$ cat config.mk
export PLATFORM = sky130hd
export DESIGN_NAME = act_interleave_seq
export DESIGN_NICKNAME = d
export VERILOG_FILES = /design/src/rtl/act_interleave_pkg.sv /design/src/rtl/act_interleave_limits.sv /design/src/rtl/act_interleave_hist.sv /design/src/rtl/act_interleave_rc.sv /design/src/rtl/act_interleave_seq.sv
export SDC_FILE = /design/constraint.sdc
export NUM_CORES = 1
export LEC_CHECK = 0
export BUFFER_PORTS_ARGS = -buffer_cell sky130_fd_sc_hd__buf_2
export CELL_PAD_IN_SITES_DETAIL_PLACEMENT = 0
export CELL_PAD_IN_SITES_GLOBAL_PLACEMENT = 1
export CORE_UTILIZATION = 45
export DETAILED_ROUTE_END_ITERATION = 6
export HOLD_SLACK_MARGIN = 0.12
export PLACE_DENSITY_LB_ADDON = 0.1
export SYNTH_ARGS = -nofsm -noshare
export SYNTH_HDL_FRONTEND = slang
export SYNTH_SLANG_ARGS = --single-unit
$ cat constraint.sdc
create_clock -name clk_i -period 3.5 [get_ports clk_i]
set_input_delay 0 -clock clk_i [delete_from_list [all_inputs] [get_ports clk_i]]
set_output_delay 0 -clock clk_i [all_outputs]
set_load 0.005 [all_outputs]
$ cat src/rtl/act_interleave_pkg.sv
package act_interleave_pkg;
  typedef enum logic [1:0] {
    CMD_DESEL = 2'b00,
    CMD_ACT   = 2'b01,
    CMD_RDA   = 2'b10
  } cmd_e;

  localparam int unsigned LIM_FLOOR = 2;
endpackage

$ cat src/rtl/act_interleave_limits.sv
module act_interleave_limits #(
  parameter int unsigned W    = 8,
  parameter int unsigned NLIM = 3
) (
  input  logic                    clk_i,
  input  logic                    rst_ni,
  input  logic                    load_i,
  input  logic [NLIM-1:0][W-1:0]  lim_i,
  output logic [NLIM-1:0][W-1:0]  lim_o
);
  import act_interleave_pkg::*;
  localparam logic [W-1:0] FLOOR = W'(LIM_FLOOR);

  for (genvar g = 0; g < NLIM; g++) begin : g_lim
    logic [W-1:0] q;
    always_ff @(posedge clk_i or negedge rst_ni) begin
      if (!rst_ni)     q <= FLOOR;
      else if (load_i) q <= (lim_i[g] < FLOOR) ? FLOOR : lim_i[g];
    end
    assign lim_o[g] = q;
  end
endmodule

$ cat src/rtl/act_interleave_hist.sv
// Ages of the most recent activates; entry 0 is the newest.
module act_interleave_hist #(
  parameter int unsigned W     = 8,
  parameter int unsigned DEPTH = 4
) (
  input  logic         clk_i,
  input  logic         rst_ni,
  input  logic         clr_i,
  input  logic         act_i,
  input  logic [W-1:0] rrd_lim_i,
  input  logic [W-1:0] faw_lim_i,
  output logic         rrd_ok_o,
  output logic         faw_ok_o
);
  localparam logic [W-1:0] AGE_MAX = '1;
  logic [DEPTH-1:0][W-1:0] age_q;

  function automatic logic [W-1:0] sat_inc(input logic [W-1:0] a);
    return (a == AGE_MAX) ? a : a + 1'b1;
  endfunction

  for (genvar g = 0; g < DEPTH; g++) begin : g_ent
    always_ff @(posedge clk_i or negedge rst_ni) begin
      if (!rst_ni)     age_q[g] <= AGE_MAX;
      else if (clr_i)  age_q[g] <= AGE_MAX;
      else if (act_i) begin
        if (g == 0) age_q[g] <= W'(1);
        else        age_q[g] <= sat_inc(age_q[(g == 0) ? 0 : g-1]);
      end else      age_q[g] <= sat_inc(age_q[g]);
    end
  end

  assign rrd_ok_o = age_q[0] >= rrd_lim_i;
  assign faw_ok_o = age_q[DEPTH-1] >= faw_lim_i;
endmodule

$ cat src/rtl/act_interleave_rc.sv
// Per-bank age since that bank's last activate.
module act_interleave_rc #(
  parameter int unsigned W      = 8,
  parameter int unsigned NBANK  = 8,
  parameter int unsigned BANK_W = 3
) (
  input  logic              clk_i,
  input  logic              rst_ni,
  input  logic              clr_i,
  input  logic              act_i,
  input  logic [BANK_W-1:0] bank_i,
  input  logic [W-1:0]      rc_lim_i,
  output logic              rc_ok_o
);
  localparam logic [W-1:0] AGE_MAX = '1;
  logic [NBANK-1:0][W-1:0] age_q;

  for (genvar b = 0; b < NBANK; b++) begin : g_bank
    always_ff @(posedge clk_i or negedge rst_ni) begin
      if (!rst_ni)                                  age_q[b] <= AGE_MAX;
      else if (clr_i)                               age_q[b] <= AGE_MAX;
      else if (act_i && bank_i == BANK_W'(b))       age_q[b] <= W'(1);
      else if (age_q[b] != AGE_MAX)                 age_q[b] <= age_q[b] + 1'b1;
    end
  end

  assign rc_ok_o = age_q[bank_i] >= rc_lim_i;
endmodule

$ cat src/rtl/act_interleave_seq.sv
module act_interleave_seq #(
  parameter int unsigned NBANK    = 8,
  parameter int unsigned LIM_W    = 8,
  parameter int unsigned WIN_ACTS = 4,
  localparam int unsigned BANK_W  = $clog2(NBANK)
) (
  input  logic              clk_i,
  input  logic              rst_ni,
  input  logic              en_i,
  input  logic [LIM_W-1:0]  rrd_lim_i,
  input  logic [LIM_W-1:0]  faw_lim_i,
  input  logic [LIM_W-1:0]  rc_lim_i,
  output logic [1:0]        cmd_o,
  output logic [BANK_W-1:0] bank_o,
  output logic              cmd_vld_o
);
  import act_interleave_pkg::*;

  localparam int unsigned NLIM = 3;
  localparam logic [BANK_W-1:0] LAST_BANK = BANK_W'(NBANK - 1);

  logic                        run_q, rd_pend_q;
  logic [BANK_W-1:0]           rd_bank_q, ptr_q, bank_q;
  cmd_e                        cmd_q;
  logic [NLIM-1:0][LIM_W-1:0]  lim_raw, lim_q;
  logic [LIM_W-1:0]            trrd_q, tfaw_q, trc_q;
  logic                        rrd_ok, faw_ok, rc_ok, act_go, clr;

  assign lim_raw = {rc_lim_i, faw_lim_i, rrd_lim_i};
  assign trrd_q  = lim_q[0];
  assign tfaw_q  = lim_q[1];
  assign trc_q   = lim_q[2];
  assign clr     = !run_q;

  act_interleave_limits #(.W(LIM_W), .NLIM(NLIM)) u_lim (
    .clk_i, .rst_ni, .load_i(clr), .lim_i(lim_raw), .lim_o(lim_q)
  );

  act_interleave_hist #(.W(LIM_W), .DEPTH(WIN_ACTS)) u_hist (
    .clk_i, .rst_ni, .clr_i(clr), .act_i(act_go),
    .rrd_lim_i(trrd_q), .faw_lim_i(tfaw_q),
    .rrd_ok_o(rrd_ok), .faw_ok_o(faw_ok)
  );

  act_interleave_rc #(.W(LIM_W), .NBANK(NBANK), .BANK_W(BANK_W)) u_rc (
    .clk_i, .rst_ni, .clr_i(clr), .act_i(act_go), .bank_i(ptr_q),
    .rc_lim_i(trc_q), .rc_ok_o(rc_ok)
  );

  assign act_go = run_q && en_i && !rd_pend_q && rrd_ok && faw_ok && rc_ok;

  always_ff @(posedge clk_i or negedge rst_ni) begin
    if (!rst_ni) begin
      run_q     <= 1'b0;
      rd_pend_q <= 1'b0;
      rd_bank_q <= '0;
      ptr_q     <= '0;
      cmd_q     <= CMD_DESEL;
      bank_q    <= '0;
    end else begin
      run_q     <= en_i;
      rd_pend_q <= act_go;
      if (act_go) rd_bank_q <= ptr_q;
      if (!run_q)      ptr_q <= '0;
      else if (act_go) ptr_q <= (ptr_q == LAST_BANK) ? '0 : ptr_q + 1'b1;
      if (rd_pend_q) begin
        cmd_q  <= CMD_RDA;
        bank_q <= rd_bank_q;
      end else if (act_go) begin
        cmd_q  <= CMD_ACT;
        bank_q <= ptr_q;
      end else begin
        cmd_q  <= CMD_DESEL;
      end
    end
  end

  assign cmd_o     = cmd_q;
  assign bank_o    = bank_q;
  assign cmd_vld_o = cmd_q != CMD_DESEL;
endmodule

Yosys cells after proc, flatten, opt, wreduce, memory -nomap -nowiden. Cells that the tools add are included.

Register bits after elaboration: 133.

Add/sub/neg operators: 13. $lt $le $gt $ge: 7. Equal/unequal tests: 29. Mux-type cells: 48. Reductions and logical operators: 17.

Operators with widths (number): $mux W8 (40); $add A8 B1 Y8 const B (12); $ne A8 B8 Y1 const B (8); $eq A8 B8 Y1 const B (4); $bmux W8 S3 (1); $ge A8 B8 Y1 (3); $lt A8 B2 Y1 const B (3); $ne A3 B1 Y1 const B (8); $mux W3 (5); $logic_and A1 B1 Y1 (13); $eq A3 B3 Y1 const B (4); $eq A3 B2 Y1 const B (2); $lt A3 B4 Y1 const B (1); $reduce_bool A2 Y1 (2); $add A3 B1 Y3 const B (1); $eq A3 B1 Y1 const B (1); $logic_not A3 Y1 (1); $ne A3 B3 Y1 const B (1); $mux W2 (1); $ne A2 B1 Y1 const B (1); $logic_not A1 Y1 (1); $mux W1 (1).

Longest topological paths before layout.
Depth in word-level cells: 8. Gate-level depth with buffers: 14. Depth with buffers taken out: 10.

Hierarchy. From an unflattened synthesis, not the netlist that was laid out.

Cells, all modules: 743. Area total of the unflattened synthesis: 8012.7 µm².

By module, submodules not included: act_interleave_rc (instances 1, cells each 400, area each 4232.8 µm², seq. area each 1681.6 µm²); act_interleave_hist (instances 1, cells each 237, area each 2208.4 µm², seq. area each 840.8 µm²); act_interleave_limits (instances 1, cells each 64, area each 1012.2 µm², seq. area each 604.3 µm²); act_interleave_seq (instances 1, cells each 42, area each 559.3 µm², seq. area each 325.3 µm²).

Worst setup path before layout. Ideal clock, no wire load.

Kind: register to register. Start: register ptr_q[1]. End: register u_rc.age_q[16] (netlist name). Setup time: 0.088 ns. Data arrival time: 3.252 ns. Data required time: 3.412 ns. Path slack: 0.160 ns. Stages on the path, launching flop included: 15. Cell sequence: dfrtp_1 > clkbuf_1 > clkbuf_1 > mux4_2 > nand2_1 > nand2_1 > ha_1 > and3_4 > nand2_1 > a221oi_2 > a2111o_1 > buf_2 > and4_1 > buf_2 > or3_1.

Longest elaborated chain between the ends: 7. Elaborated cells on any way between the ends: 9. Those cells by class: 1 x order compare; 2 x eq/ne; 4 x mux; 2 x reduce/logical.

Ends and longest elaborated chain: start, declared (line act_interleave_seq.sv:23) `logic [BANK_W-1:0] rd_bank_q, ptr_q, bank_q;`; start signal, assigned (line act_interleave_seq.sv:65) `else if (act_go) ptr_q <= (ptr_q == LAST_BANK) ? '0 : ptr_q + 1'b1;`; $bmux W8 S3 (line act_interleave_rc.sv:27) `assign rc_ok_o = age_q[bank_i] >= rc_lim_i;`; $mux W8 (implied by the code) (line act_interleave_rc.sv:27); $ge A8 B8 Y1 (line act_interleave_rc.sv:27); $logic_and A1 B1 Y1 (line act_interleave_seq.sv:50) `assign act_go = run_q && en_i && !rd_pend_q && rrd_ok && faw_ok && rc_ok;`; $logic_and A1 B1 Y1 (*) (line act_interleave_rc.sv:22) `else if (act_i && bank_i == BANK_W'(b)) age_q[b] <= W'(1);`; $mux W8 (line act_interleave_rc.sv:22); $mux W8 (line act_interleave_rc.sv:21) `else if (clr_i) age_q[b] <= AGE_MAX;`; end signal, assigned by index (line act_interleave_rc.sv:20) `if (!rst_ni) age_q[b] <= AGE_MAX;`; end signal, assigned by index (line act_interleave_rc.sv:21); end signal, assigned by index (line act_interleave_rc.sv:22); end, declared (line act_interleave_rc.sv:16) `logic [NBANK-1:0][W-1:0] age_q;`.

Mark *: on every way between the ends. The rest lies on a longest branch, timed or not. The select of a mux whose other input is x is not followed. A chain may end at the register's enable or synchronous reset.

Final worst setup path.
Start: register ptr_q[1]. End: register rd_bank_q[2].

Longest elaborated chain between the ends: 4.

Ends and longest elaborated chain: $bmux W8 S3 (line act_interleave_rc.sv:27); $mux W8 (implied by the code) (line act_interleave_rc.sv:27); $ge A8 B8 Y1 (line act_interleave_rc.sv:27); $logic_and A1 B1 Y1 (line act_interleave_seq.sv:50); end signal, assigned (line act_interleave_seq.sv:63) `if (act_go) rd_bank_q <= ptr_q;`; end, declared (line act_interleave_seq.sv:23).

No other way between the ends. The select of a mux whose other input is x is not followed.

==> metrics.yaml <==
maxClockFrequency_mhz: 308.1
worst_setup_path_start_kind: "flop"
path_clk_slew_ps: 70
syn_avg_cell_area_um2: 10.80
syn-cell-area_mm2: 0.007905
dp_worst_setup_slack_ps: 263.0
drt-initial-drc-count: 327
gr-total-overflow: 0
antenna_left: 0
start_util: 0.4586
crit_top_cell: "nand2_1"
crit_cells: 11
layout_min_cycle_time_ps: 3246
r2r-start: "ptr_q[1]"
ctsLongestPathBuffers: 2
grt_pass1_vias: 5954
worstMarginPinSlew_ps: 1001
fillers: 1521
cp.arrival_ps: 3550
num_antenna_cells: 0
synth_nets: 801
yosys_warnings: 0
tns_ps: 0
r2r_cells: 11
critPathCaptureType: "flop"
synth.yosys.seq_area_share: 0.4367
r2r_end: "rd_bank_q[2]"
powerDensity_mw_per_mm2: 878.5
wl_um: 19310
fin_skew_ps: 12.76
register_area_mm2: 0.003453
drive_gt1_frac: 0.2848
insertion_delay_ps: 420
setup_violations: 0
critical_path.endpoint: "rd_bank_q[2]"
place_hpwl_um: 13250
clock-root-buffer: "clkbuf_16"
fin_crit_sh: 0.9275
vias: 5854
fin_ws_ps: 253.8
numCtsBuffers: 17
critPathBufInv: 1
synth_ff_type: "dfstp_2"
area_growth_pct: 16.30
criticalPathCategory: "reg -> reg"
die_h_um: 134.5
drv_cap: 0
status: "finished, final reports clean"
synth_most_common_cell: "dfstp_2"
relSlewSlack: 0.3328
critPathMaxFanout: 26
cp_slowest_cell: "dfrtp_1"
routedWlPerCell_um: 18.77
grt_max_degree: 77
hold_viol_final: 0
grt_pass1_wl_um: 31450
tritoncts: "yes"
synth_common_cells: "99 x dfstp_2, 43 x nand2_1, 42 x ha_1, 40 x nand3_1"
grt_usage: 0.2268
core_region_area_mm2: 0.01724
grt_setup_unrepaired: "no"
syn_inst: 732
cp.required_ps: 3800
antenna_found_initial: 0
final_nets: 860
maxSlewViolCount: 0
yosys.area.top_type: "dfstp_2"
synth_top_area_share: 0.3291
irDropWorstVdd_mv: 0.3957
path_cells: "mux4_2 -> nand2_1 -> nand2_1 -> ha_1 -> and3_4 -> nand2_1 -> a221oi_2 -> a2111oi_4 -> nor2_4 -> buf_4 -> mux2_2"
critPathLaunch: "ptr_q[1]"
ys_async_sr_fraction: 1.000
pin_count: 33
multi_input_area_mm2: 0.004130
synth_cell_types: 57
hold_path_class: "in -> reg"
ys_seq_elements: 133
p_leak_nw: 3.825
via_per_inst: 5.689
first_pass_iters: 5
drc: 0
finalPower_mw: 8.077
cts_max_level: 4
die-area_mm2: 0.01810
port_buffers: 32
rows: 48
synth_area_leaders: "dfstp_2 33%, dfrtp_1 11%, ha_1 6.6%, mux4_2 4.6%, mux2_2 3.7%"
critical_path.top_delay_family: "multiplexers"
cts_sinks: 133
synth_edf_count: 0
dieWidth_um: 134.5
regToRegSetupSlack_ps: 250
crit_path_max_incr_delay_ps: 760
place_congestion: 0.7994
## registers in the layout, indices dropped and copies added (netlist names)
register	cells
bank_o	3
cmd_o	2
ptr_q	3
rd_bank_q	3
rd_pend_q	1
run_q	1
u_hist.age_q	32
u_lim.g_lim.q	24
u_rc.age_q	64
## layout by cell type (no fill, tap or decap), drive strengths merged, types with 10 or more instances in the layout
cell	n
a21boi	28
a21oi	31
a22oi	10
a31oi	12
a32oi	21
and3	33
buf	46
clkbuf	18
dfrtp	34
dfstp	99
dlygate4sd3	32
ha	42
inv	42
mux2	26
mux2i	22
mux4	16
nand2	43
nand3	40
nand4	10
nor2	23
o21ai	26
xnor2	32
xor2	28
## where the power goes
part	switching (mW)	leakage [nW]	total (mW)	internal, mW
logic	1.74	2.10	3.40	1.66
registers	0.599	1.46	2.92	2.32
clock network	0.756	0.265	1.76	0.999
total	3.10	3.82	8.08	4.98
## how the worst min path moves through the flow
stage            from        end  slack [ps]  cells past startpoint
2_1_floorplan  rst_ni  bank_o[0]        -300                      0
3_3_place_gp     en_i      run_q         130                      1
3_5_place_dp     en_i      run_q         140                      1
4_1_cts          en_i      run_q         240                      2
5_1_grt          en_i      run_q         260                      2
6_report         en_i      run_q         250                      2
## cell families (layout without fill, tap and decap cells)
logic type | after synthesis | after routing | synth area share
AND/OR/NAND/NOR | 196 | 196 | 0.1322
multiplexers | 64 | 64 | 0.1105
flip-flops | 133 | 133 | 0.4367
buffers and inverters | 73 | 145 | 0.04083
adder cells (fa/ha/maj) | 42 | 42 | 0.06648
XOR/XNOR | 60 | 60 | 0.06648
AO/OA/AOI/OAI | 164 | 164 | 0.1469
## layout make-up
type,instances,area share
repair buffers,78,0.06805
well taps,225,0.03062
clock inverters,14,0.01551
flip-flops and latches,133,0.3756
multi-input cells,526,0.4492
clock buffers,18,0.04668
inverters,35,0.01429
## worst reg2reg max path, stage by stage, from the launching register on
cell,delay (ps)
dfrtp_1,760
mux4_2,400
nand2_1,80
nand2_1,60
ha_1,290
and3_4,220
nand2_1,70
a221oi_2,280
a2111oi_4,120
nor2_4,160
buf_4,310
mux2_2,370
## through the flow
step	hold WS [ps]	cell area (um2)	cells	util
6_report	248.0	9194	1029	0.5334
4_1_cts	235.3	9194	1029	0.5334
2_1_floorplan	-295.6	7905	732	-
3_5_place_dp	138.4	8302	965	0.4816
3_3_place_gp	130.1	8302	965	0.4816
5_1_grt	259.2	9194	1029	0.5334
## per-layer routing
layer | track usage | share of wire
met5 | 0 | 0
met3 | 0.04655 | 0.027
met4 | 0.06742 | 0.014
met2 | 0.3837 | 0.50
met1 | 0.2931 | 0.45
## repair_timing
action | CTS | global route
hold endpoints to repair | 42 | 0
hold buffers | 32 | 0
gates resized for setup | 0 | 0
buffers inserted | 0 | 0
Power figures use the tool's default switching activity.
